[config.mk]
export PLATFORM = sky130hd
export DESIGN_NAME = pulse_gate_ctrl
export DESIGN_NICKNAME = d
export VERILOG_FILES = /design/src/rtl/pgc_pkg.sv /design/src/rtl/pgc_retime_monitor.sv /design/src/rtl/pgc_gate_decode.sv /design/src/rtl/pgc_channel_path.sv /design/src/rtl/pulse_gate_ctrl.sv
export SDC_FILE = /design/constraint.sdc
export NUM_CORES = 1
export LEC_CHECK = 0
export BUFFER_PORTS_ARGS = -buffer_cell sky130_fd_sc_hd__clkbuf_2
export CAP_MARGIN = 20
export CORE_MARGIN = 1.5
export CORE_UTILIZATION = 30
export DETAILED_ROUTE_END_ITERATION = 16
export HOLD_SLACK_MARGIN = 0.12
export PLACE_DENSITY = 0.5
export SYNTH_ARGS = -nofsm -noshare
export SYNTH_HDL_FRONTEND = slang
export SYNTH_SLANG_ARGS = --single-unit
[constraint.sdc]
create_clock -name sysClk -period 2 [get_ports sysClk]
set_input_delay 0 -clock sysClk [delete_from_list [all_inputs] [get_ports sysClk]]
set_output_delay 0 -clock sysClk [all_outputs]
set_load 0.05 [all_outputs]
[src/rtl/pgc_pkg.sv]
package pgc_pkg;
  typedef struct packed {
    logic captureEdge;
    logic useHeld;
  } pgcStrobes_t;
endpackage

[src/rtl/pgc_retime_monitor.sv]
module pgc_retime_monitor
  import pgc_pkg::*;
#(
  parameter int WIN_CYCLES  = 40,
  parameter int LOSS_CYCLES = 64,
  parameter int SYNC_STAGES = 2
) (
  input  logic        sysClk,
  input  logic        rstN,
  input  logic        retimeClk,
  input  logic        heldIdle,
  output pgcStrobes_t strobes,
  output logic        retimeActive
);
  localparam int CW = $clog2(LOSS_CYCLES + 1);
  localparam logic [CW-1:0] LOSS_LIM = CW'(LOSS_CYCLES);
  localparam logic [CW-1:0] WIN_LIM  = CW'(WIN_CYCLES);

  // synchronizer plus one history stage; reset high so a held-high input makes no edge
  logic [SYNC_STAGES:0] syncChain;
  logic                 riseSeen;
  logic [CW-1:0]        sinceEdge;
  logic                 seenEdge;
  logic                 clkPresent;
  logic                 modeReg;

  always_ff @(posedge sysClk or negedge rstN) begin
    if (!rstN) syncChain <= '1;
    else       syncChain <= {syncChain[SYNC_STAGES-1:0], retimeClk};
  end

  assign riseSeen = syncChain[SYNC_STAGES-1] & ~syncChain[SYNC_STAGES];

  always_ff @(posedge sysClk or negedge rstN) begin
    if (!rstN) begin
      sinceEdge  <= LOSS_LIM;
      seenEdge   <= 1'b0;
      clkPresent <= 1'b0;
    end else if (riseSeen) begin
      if (seenEdge && (sinceEdge <= WIN_LIM)) clkPresent <= 1'b1;
      seenEdge  <= 1'b1;
      sinceEdge <= '0;
    end else if (sinceEdge >= LOSS_LIM) begin
      clkPresent <= 1'b0;
      seenEdge   <= 1'b0;
    end else begin
      sinceEdge <= sinceEdge + 1'b1;
    end
  end

  // mode follows presence only while all held requests are idle
  always_ff @(posedge sysClk or negedge rstN) begin
    if (!rstN)                               modeReg <= 1'b0;
    else if (heldIdle && (modeReg != clkPresent)) modeReg <= clkPresent;
  end

  assign strobes.captureEdge = riseSeen;
  assign strobes.useHeld     = modeReg;
  assign retimeActive        = modeReg;
endmodule

[src/rtl/pgc_gate_decode.sv]
module pgc_gate_decode (
  input  logic enable,
  input  logic posBit,
  input  logic negBit,
  output logic hiOn,
  output logic loOn,
  output logic dampOn
);
  always_comb begin
    hiOn   = 1'b0;
    loOn   = 1'b0;
    dampOn = 1'b0;
    if (enable) begin
      unique case ({posBit, negBit})
        2'b10:   hiOn   = 1'b1;
        2'b01:   loOn   = 1'b1;
        2'b00:   dampOn = 1'b1;
        default: ;
      endcase
    end
  end
endmodule

[src/rtl/pgc_channel_path.sv]
module pgc_channel_path
  import pgc_pkg::*;
#(
  parameter int CHANNELS = 8
) (
  input  logic                sysClk,
  input  logic                rstN,
  input  pgcStrobes_t         strobes,
  input  logic                outEnable,
  input  logic [CHANNELS-1:0] posReq,
  input  logic [CHANNELS-1:0] negReq,
  output logic [CHANNELS-1:0] hiSideEn,
  output logic [CHANNELS-1:0] loSideEn,
  output logic [CHANNELS-1:0] dampEn,
  output logic                heldIdle
);
  logic [CHANNELS-1:0] heldPos, heldNeg;
  logic [CHANNELS-1:0] selPos, selNeg;

  always_ff @(posedge sysClk or negedge rstN) begin
    if (!rstN) begin
      heldPos <= '0;
      heldNeg <= '0;
    end else if (strobes.captureEdge) begin
      heldPos <= posReq;
      heldNeg <= negReq;
    end
  end

  assign heldIdle = ~|{heldPos, heldNeg};
  assign selPos   = strobes.useHeld ? heldPos : posReq;
  assign selNeg   = strobes.useHeld ? heldNeg : negReq;

  for (genvar ch = 0; ch < CHANNELS; ch++) begin : g_chan
    pgc_gate_decode u_dec (
      .enable (outEnable),
      .posBit (selPos[ch]),
      .negBit (selNeg[ch]),
      .hiOn   (hiSideEn[ch]),
      .loOn   (loSideEn[ch]),
      .dampOn (dampEn[ch])
    );
  end
endmodule

[src/rtl/pulse_gate_ctrl.sv]
module pulse_gate_ctrl
  import pgc_pkg::*;
#(
  parameter int CHANNELS    = 8,
  parameter int WIN_CYCLES  = 40,
  parameter int LOSS_CYCLES = 64,
  parameter int SYNC_STAGES = 2
) (
  input  logic                sysClk,
  input  logic                rstN,
  input  logic                retimeClk,
  input  logic                outEnable,
  input  logic [CHANNELS-1:0] posReq,
  input  logic [CHANNELS-1:0] negReq,
  output logic [CHANNELS-1:0] hiSideEn,
  output logic [CHANNELS-1:0] loSideEn,
  output logic [CHANNELS-1:0] dampEn,
  output logic                retimeActive
);
  pgcStrobes_t strobes;
  logic        heldIdle;

  pgc_retime_monitor #(
    .WIN_CYCLES  (WIN_CYCLES),
    .LOSS_CYCLES (LOSS_CYCLES),
    .SYNC_STAGES (SYNC_STAGES)
  ) u_mon (
    .sysClk       (sysClk),
    .rstN         (rstN),
    .retimeClk    (retimeClk),
    .heldIdle     (heldIdle),
    .strobes      (strobes),
    .retimeActive (retimeActive)
  );

  pgc_channel_path #(.CHANNELS(CHANNELS)) u_path (
    .sysClk    (sysClk),
    .rstN      (rstN),
    .strobes   (strobes),
    .outEnable (outEnable),
    .posReq    (posReq),
    .negReq    (negReq),
    .hiSideEn  (hiSideEn),
    .loSideEn  (loSideEn),
    .dampEn    (dampEn),
    .heldIdle  (heldIdle)
  );
endmodule

==> impl_results.md, run 1 <==
* Worst path max stage delay at 380 ps
* PwrDens at 753 mW/mm²
* Worst path required time at 2000 ps
* CTS tree: yes
* Setup violators final at 0
* Setup Buffers After CTS at 0
* Io pins at 45
* Leak at 1.02 nW
* Hold Buf Count CTS at 18
* Crit-path max FO at 20
* Die height at 82.8 µm
* Distinct cells, synth at 31
* Hold WS at 303 ps
* RR Startpoint: u_mon.syncChain[1]$_DFF_PN1_
* Synth-to-layout area growth at 20.6%
* DRC at 0
* Dpl cells at 301
* Sink Count at 29
* Peak supply drop at 364 µV
* Crit path from: u_mon.retimeActive$_DFFE_PN0P_
* Crit path to: loSideEn[1]
* Routed WL at 3730 µm
* Placer congestion estimate at 0.716
* Total CTS buffers at 5
* Netlist Area Pre-Place at 0.00191 mm²
* Period minus WS final at 1740 ps
* DIE AREA at 0.00686 mm²
* DP HPWL at 2630 µm
* Drt pass-1 iters at 4
* Detail Route Antenna Nets at 0
* Worst Clk Skew at 6.69 ps
* Syn Nets at 236
* #FFs+latches synth at 29
* Setup tns final at 0 ps
* Run status: complete, no violations
* Core region area at 0.00603 mm²
* Relative slew slack at 52.7%
* H-tree level count at 2
* Port Buffer Count at 44
* Post-synth top cells: dfrtp_1, nor2_1, buf_4, nor2b_1, inv_1
* Vias post-DR at 1520
* Yosys top cell by area: dfrtp_1
* Gr usage total at 11.2%
* EDFF count, synth at 0
* R2R depth at 3
* Worst Setup Start Kind: register
* Synth warnings at 0
* Worst Tran Pin Value at 709 ps
* Vias in the first global route at 1394
* Ranking of synthesized cells by area: dfrtp_1, buf_4, nor2b_1, dfstp_2, mux2_2
* Initial DRC Count at 79
* Worst Setup End Kind: primary output
* Deepest clock path buffer count at 2
* Site Rows at 28
* Layout cell share with drive strength beyond 1 at 28.6%
* Routed len/inst at 11.4 µm
* Sequential element share of the synthesized area at 38.2%
* Main synth FF type: dfrtp_1
* Chip width at 82.8 µm
* Root Buffer: clkbuf_8
* Setup CP Type: reg -> out
* Clk_lat worst skew at 280 ps
* Worst Path Arrival at 1740 ps
* Post-synth top area share at 32.7%
* Initial Util at 31.7%
* Post-route insts no fill at 327
* Syn Area/Cell at 8.93 µm²
* Antenna Cells at 0
* Ys async rst share at 100%
* Final period util at 87.1%
* Nets at 273
* R2R Path End: u_path.heldPos[6]$_DFFE_PN0P_
* Synthesized netlist cell count at 214
* Grt ovf at 0
* RSZ-0062 raised after global routing: false
* Max Cap Viol at 0
* Final Hold Vio Count at 0
* Cts repair resizes at 0
* Reg clk slew, reported paths at 60 ps
* R2R setup slack at 600 ps
* Via-to-Cell Ratio at 4.65
* Largest net degree at the start of global routing at 31
* Fin. max-slew vios at 0
* Worst Hold Class: in -> async
* Fmax at 574 MHz
* Initial antenna violation count at 0
* Slowest CP cell: dfrtp_1
* First-pass GRT wire length at 6290 µm
* CP Cell Sequence: buf_4, or3b_1, a21boi_1, clkbuf_2
[worst min path at each step]
stage / to / cells past startpoint
after floorplan: u_mon.clkPresent$_DFFE_PN0P_ / 0
after global placement: u_mon.syncChain[0]$_DFF_PN1_ / 1
after detailed placement: u_mon.syncChain[0]$_DFF_PN1_ / 1
after CTS: u_mon.sinceEdge[0]$_DFFE_PN0P_ / 2
after global routing: u_mon.syncChain[0]$_DFF_PN1_ / 2
final: u_mon.retimeActive$_DFFE_PN0P_ / 2
[layout by cell type, fill, tap and decap left out, types with 2 or more instances in the layout]
| master | count |
|---|---|
| nand2_1 | 9 |
| xor2_1 | 2 |
| nor2_1 | 25 |
| dfrtp_1 | 25 |
| o21ai_0 | 10 |
| nand3b_1 | 8 |
| nor3_1 | 8 |
| mux2_2 | 9 |
| and2b_2 | 2 |
| dfstp_2 | 4 |
| nand3_1 | 2 |
| a32oi_1 | 8 |
| nor2b_1 | 16 |
| clkbuf_2 | 44 |
| a21oi_1 | 9 |
| inv_1 | 11 |
| nand4_1 | 2 |
| or3b_1 | 8 |
| a21boi_1 | 8 |
| ha_1 | 2 |
| xnor2_1 | 2 |
| buf_4 | 4 |
| dlygate4sd3_1 | 18 |
| clkbuf_8 | 6 |
[worst max-delay path: cells and delay by family, from the launching register on]
kind	cells	cell delay (ps)
flops	1	380
compound gates	1	190
buf+inv	2	510
simple gates	1	380
[cell families (layout without fill, tap and decap cells)]
logic type	count (synthesis)	in the layout	synth area share (%)
compound gates	37	37	12.7
flops	29	29	38.2
fa+ha+maj	2	2	1.31
xor+xnor	4	4	1.83
simple gates	85	85	24.8
mux	10	10	5.83
buf+inv	47	85	15.3
[through the flow]
step	area, µm²	util (%)	worst slack [ps]	total power [mW]
2_1_floorplan	1910	-	498	1.02
3_3_place_gp	2010	33.3	594	1.09
3_5_place_dp	2010	33.3	564	1.10
4_1_cts	2300	38.2	259	1.76
5_1_grt	2300	38.2	163	1.83
6_report	2300	38.2	258	1.73
[where the power goes]
| part | leakage, nW | internal [mW] | switching (mW) |
|---|---|---|---|
| Combinational | 0.613 | 0.163 | 0.215 |
| Clock | 0.0585 | 0.406 | 0.218 |
| Sequential | 0.344 | 0.666 | 0.0675 |
| Total | 1.02 | 1.23 | 0.501 |
[sequential cells by signal, summed over array words and instances (netlist names)]
register / cells
u_path.heldPos: 8
u_mon.retimeActive: 1
u_mon.sinceEdge: 7
u_path.heldNeg: 8
u_mon.syncChain: 3
u_mon.seenEdge: 1
u_mon.clkPresent: 1
[layer usage]
| layer | GRT usage [%] | part of all wire, % | vias to the layer above |
|---|---|---|---|
| met2 | 17.5 | 46 | 36 |
| met5 | 0 | 0 | - |
| met1 | 14.7 | 47 | 705 |
| met4 | 4.55 | 1.5 | 0 |
| li1 | - | - | 773 |
| met3 | 2.98 | 4.8 | 6 |
[cell type report]
class | instances | area [µm²]
Fill cell | 625 | 3720
Multi-Input combinational cell | 138 | 891
Sequential cell | 29 | 731
Timing Repair Buffer | 66 | 430
Tap cell | 75 | 93.8
Clock buffer | 7 | 86.3
Inverter | 11 | 41.3
Clock inverter | 1 | 30.0
Note: power is estimated with default switching activity, not from simulation.
==> inputs of run 2 (changes only) <==
- CTS_BUF_LIST: not set -> sky130_fd_sc_hd__clkbuf_8
==> run 2 against run 1 <==
Against the previous run: global-route usage unchanged; via count about the same; sequential share of layout area unchanged; register-to-register slack about the same; setup slack better by 1.9 ps; design area unchanged; combinational power about the same; clock power down 1%; clock skew about the same; non-clock buffer count unchanged.
==> impl_results.md, run 2 (synthesis gave the netlist of run 1 again) <==
* Run status: complete, no violations
* Final core utilization at 38.2% (unchanged)
* Routed WL at 3730 µm (about the same)
* Worst Setup End Kind: primary output
* Setup ws final at 260 ps (+1.88 ps)
* Reg clk slew, reported paths at 60 ps (about the same)
* Post-Place Worst Slack at 564 ps (unchanged)
* Sink Count at 29 (unchanged)
* Worst Tran Pin Value at 709 ps (+0.0490 ps)
* DIE AREA at 0.00686 mm² (unchanged)
* # fillers at 625 (unchanged)
* Nets at 273 (unchanged)
* Crit-path max FO at 20 (unchanged)
* Peak supply drop at 364 µV (about the same)
* Setup Buffers After CTS at 0 (unchanged)
* Multi-input gate area at 891 µm² (unchanged)
* Relative slew slack at 52.7% (about the same)
* Sequential cell area at 731 µm² (unchanged)
* Grt ovf at 0 (unchanged)
* RR Startpoint: u_mon.syncChain[1]$_DFF_PN1_
* Vias in the first global route at 1394 (unchanged)
* Final Hold Vio Count at 0 (unchanged)
* Io pins at 45 (unchanged)
* Crit path from: u_mon.retimeActive$_DFFE_PN0P_
* Largest net degree at the start of global routing at 31 (unchanged)
* Antenna Cells at 0 (unchanged)
* H-tree level count at 2 (unchanged)
* Drt pass-1 iters at 4 (unchanged)
* RSZ-0062 raised after global routing: false
* Synth-to-layout area growth at 20.6% (unchanged)
* Chip width at 82.8 µm (unchanged)
* Worst Path Arrival at 1740 ps (about the same)
* Via-to-Cell Ratio at 4.65 (about the same)
* Site Rows at 28 (unchanged)
* Deepest clock path buffer count at 2 (unchanged)
* Hold WS at 304 ps (+0.402 ps)
* Worst path required time at 2000 ps (about the same)
* Final period util at 87.0% (-0.094 points)
* Max Cap Viol at 0 (unchanged)
* Setup tns final at 0 ps (unchanged)
* Worst Clk Skew at 6.40 ps (-0.291 ps)
* Layout cell share with drive strength beyond 1 at 28.6% (unchanged)
* Initial DRC Count at 79 (unchanged)
* PwrDens at 751 mW/mm² (-0.31%)
* Routed len/inst at 11.4 µm (about the same)
* DP HPWL at 2630 µm (unchanged)
* Gr usage total at 11.2% (unchanged)
* CTS tree: yes
* Clk_lat worst skew at 280 ps (about the same)
* Cell Area, Placed at 0.00201 mm² (unchanged)
* Most common cell after layout, fill and taps aside: clkbuf_2
* Initial antenna violation count at 0 (unchanged)
* First-pass GRT wire length at 6290 µm (unchanged)
* Biggest regs: u_path.heldNeg x8, u_path.heldPos x8, u_mon.sinceEdge x7
* Total CTS buffers at 5 (unchanged)
* Worst Setup Start Kind: register
* DRC at 0 (unchanged)
* Port Buffer Count at 44 (unchanged)
* Worst Hold Class: in -> async
* Setup violators final at 0 (unchanged)
* Fin. max-slew vios at 0 (unchanged)
* Detail Route Antenna Nets at 0 (unchanged)
* Cts repair resizes at 0 (unchanged)
* Most frequent cells in the layout: clkbuf_2, nor2_1, dfrtp_1
* Fmax at 575 MHz (+0.11%)
* Period minus WS final at 1740 ps (-1.88 ps)
* Core region area at 0.00603 mm² (unchanged)
* Die height at 82.8 µm (unchanged)
* Vias post-DR at 1519 (-0.066%)
* Placer congestion estimate at 0.716 (unchanged)
* Final non-filler cell area at 0.00230 mm² (unchanged)
* Leak at 1.02 nW (+0.41%)
* Setup CP Type: reg -> out
* Root Buffer: clkbuf_8
* Initial Util at 31.7% (unchanged)
run 2: changes by cell type in the layout (fill, tap and decap cells not counted), sizes merged:
cell | before | now
inv | 11 | 12
clkbuf | 51 | 50
run 2: per-stage QoR:
stage	cells	total power, mW
after floorplan	214	1.02
after global placement	301	1.09
after detailed placement	301	1.10
after CTS	327	1.75
after global routing	327	1.83
final	327	1.73
run 2: where the power goes:
group | internal [mW] | switching (mW) | leakage, nW
registers | 0.666 | 0.0675 | 0.344
clock network | 0.400 | 0.218 | 0.0626
logic | 0.163 | 0.215 | 0.613
run 2: final timing paths:
path                                             endpoint  slack (ps)  depth (start not counted)
min in group sysClk          u_mon.syncChain[1]$_DFF_PN1_         350                          0
max                                           loSideEn[1]         260                          4
min reg2reg                  u_mon.syncChain[1]$_DFF_PN1_         350                          0
min                        u_mon.retimeActive$_DFFE_PN0P_         300                          2
max reg2reg                 u_path.heldPos[6]$_DFFE_PN0P_         600                          3
max in group asynchronous  u_mon.sinceEdge[3]$_DFFE_PN0P_        1240                          2
run 2: critical path, stage by stage (launching register included):
cell and delay [ps]:
dfrtp_1 380, buf_4 200, or3b_1 380, a21boi_1 190, clkbuf_2 310
run 2: timing repair:
item                       CTS  global route
setup endpoints to repair    0             0
hold endpoints to repair    42             0
hold buffers                18             0
run 2: cell type report:
class | count | share of cell area (%)
Clock buffer | 6 | 3.59
Clock inverter | 2 | 1.47
Inverter | 11 | 1.79
Multi-Input combinational cell | 138 | 38.7
Sequential cell | 29 | 31.7
Tap cell | 75 | 4.07
Timing Repair Buffer | 66 | 18.7
run 2: routing by layer:
layer  up-vias  track usage, %  share of wire (%)
met5         -               0                  0
met2        36            17.5                 46
li1        773               -                  -
met3         6            2.98                4.8
met1       704            14.7                 47
met4         0            4.55                1.5
==> inputs of run 3 (changes only) <==
- SKIP_LAST_GASP: not set -> 1
- clock period: 2 -> 2.2 ns (I/O delays scaled with it)
==> run 3 against run 2 <==
Against the previous run: sequential share of layout area is the same; first-iteration DRC count shrank 7.6%; largest cell class unchanged; global-route usage grew 0.52 points; non-clock buffer count is the same; worst hold slack improved by 8.1 ps; critical path type unchanged; combinational power shrank 9.3%; total power down 8.3%; sequential power fell by 8.7%; count of clock-buffer cells in the layout unchanged.
==> impl_results.md, run 3 (synthesis gave the netlist of run 1 again) <==
* Worst Hold Class: in -> async
* Grt ovf at 0 (unchanged)
* Initial Util at 31.7% (unchanged)
* Final non-filler cell area at 0.00230 mm² (unchanged)
* Routed WL at 3890 µm (+4.5%)
* Drt pass-1 iters at 4 (unchanged)
* Sink Count at 29 (unchanged)
* Die height at 82.8 µm (unchanged)
* Worst path max stage delay at 500 ps (+120 ps)
* Port Buffer Count at 44 (unchanged)
* Root Buffer: clkbuf_8
* Clock network fraction of total power at 36.2% (+0.4 points)
* CP bufs+invs at 2 (unchanged)
* Via-to-Cell Ratio at 4.55 (-2.0%)
* Clk_lat worst skew at 280 ps (about the same)
* Io pins at 45 (unchanged)
* CTS tree: yes
* Worst Setup Start Kind: register
* Internal at 1.12 mW (-9.1%)
* PwrDens at 689 mW/mm² (-8.3%)
* DRC at 0 (unchanged)
* Site Rows at 28 (unchanged)
* Setup CP Type: reg -> out
* Chip width at 82.8 µm (unchanged)
* Nets at 273 (unchanged)
* Largest net degree at the start of global routing at 30 (-3.2%)
* Biggest regs: u_path.heldNeg x8, u_path.heldPos x8, u_mon.sinceEdge x7
* CP top delay family: buffers and inverters
* Hold WS at 312 ps (+8.05 ps)
* Total CTS buffers at 5 (unchanged)
* Placer congestion estimate at 0.764 (+6.7%)
* Vias in the first global route at 1407 (+0.93%)
* Fmax at 532 MHz
* Overall Power at 1.59 mW (-8.3%)
* DP HPWL at 2750 µm (+4.3%)
* Relative slew slack at 50.8% (-2.0 points)
* Worst Clk Skew at 3.79 ps (-2.61 ps)
* Antenna Cells at 0 (unchanged)
* Worst Tran Pin Value at 739 ps (+29.3 ps)
* Gr usage total at 11.7% (+0.52 points)
* Detail Route Antenna Nets at 0 (unchanged)
* P_sw at 0.469 mW (-6.2%)
* Cell Area, Placed at 0.00201 mm² (unchanged)
* Switch share at 29.6% (+0.64 points)
* First-pass GRT wire length at 6550 µm (+4.1%)
* Routed len/inst at 11.9 µm (+4.5%)
* Initial antenna violation count at 0 (unchanged)
* Worst Path Arrival at 1880 ps (+140 ps)
* Peak supply drop at 441 µV (+21%)
* Synth-to-layout area growth at 20.6% (unchanged)
* Vias post-DR at 1488 (-2.0%)
* Initial DRC Count at 73 (-7.6%)
* Most frequent cells in the layout: clkbuf_2, nor2_1, dfrtp_1
* Final period util at 85.5%
* Setup tns final at 0 ps (unchanged)
* H-tree level count at 2 (unchanged)
* Hold Buf Count CTS at 18 (unchanged)
* Crit-path max FO at 24 (+20%)
* Setup violators final at 0 (unchanged)
* Most common cell after layout, fill and taps aside: clkbuf_2
* Core region area at 0.00603 mm² (unchanged)
* Combinational Power Share at 21.6% (-0.2 points)
* DIE AREA at 0.00686 mm² (unchanged)
* Slowest CP cell: dfrtp_1
* Layout cell share with drive strength beyond 1 at 28.6% (unchanged)
* Worst path required time at 2200 ps (+200 ps)
* Worst Setup End Kind: primary output
* RSZ-0062 raised after global routing: false
* Leak at 1.02 nW (unchanged)
* Deepest clock path buffer count at 2 (unchanged)
* Fin. max-slew vios at 0 (unchanged)
* Final Hold Vio Count at 0 (unchanged)
* Max Cap Viol at 0 (unchanged)
* Reg clk slew, reported paths at 60 ps (about the same)
* Cts repair resizes at 0 (unchanged)
* Final core utilization at 38.2% (unchanged)
* Sequential power share at 42.2% (-0.2 points)
* Run status: complete, no violations
* CP Cell Sequence: buf_4, or3b_1, a21boi_1, clkbuf_2
* Setup Buffers After CTS at 0 (unchanged)
* Period minus WS final at 1880 ps
==> run 3: metal layers <==
metal / part of all wire, % / vias up / global-route usage [%]
met5: 0 / - / 0
met1: 49 / 673 / 14.8
met3: 4.3 / 7 / 2.88
met2: 45 / 35 / 18.9
li1: - / 773 / -
met4: 2.0 / 0 / 5.45
==> run 3: layout make-up <==
type / count / area, µm²
Multi-Input combinational cell: 138 / 891
Sequential cell: 29 / 731
Clock inverter: 2 / 33.8
Fill cell: 641 / 3720
Inverter: 11 / 41.3
Clock buffer: 6 / 82.6
Timing Repair Buffer: 66 / 430
Tap cell: 75 / 93.8
==> run 3: path summary, 6_finish.rpt <==
path	slack (ps)	cells after the start	start	to
min reg2reg	360	0	u_mon.syncChain[0]$_DFF_PN1_	u_mon.syncChain[1]$_DFF_PN1_
max	320	4	u_mon.retimeActive$_DFFE_PN0P_	loSideEn[5]
min in group sysClk	350	2	retimeClk	u_mon.syncChain[0]$_DFF_PN1_
max reg2reg	830	3	u_mon.syncChain[1]$_DFF_PN1_	u_path.heldPos[5]$_DFFE_PN0P_
max in group asynchronous	1420	2	rstN	u_mon.sinceEdge[1]$_DFFE_PN0P_
min	310	2	rstN	u_path.heldNeg[4]$_DFFE_PN0P_
==> run 3: through the flow <==
step,setup slack (ps),std cells
final,319,327
after global routing,153,327
after CTS,295,327
after detailed placement,612,301
after global placement,626,301
after floorplan,698,214
==> run 3: power groups by stage <==
| stage | Sequential [mW] | Combinational (mW) | Clock, mW |
|---|---|---|---|
| 3_5_place_dp | 0.677 | 0.323 | 0 |
| 4_1_cts | 0.669 | 0.350 | 0.592 |
| 3_3_place_gp | 0.675 | 0.320 | 0 |
| 6_report | 0.669 | 0.343 | 0.574 |
| 2_1_floorplan | 0.663 | 0.261 | 0 |
| 5_1_grt | 0.681 | 0.384 | 0.618 |
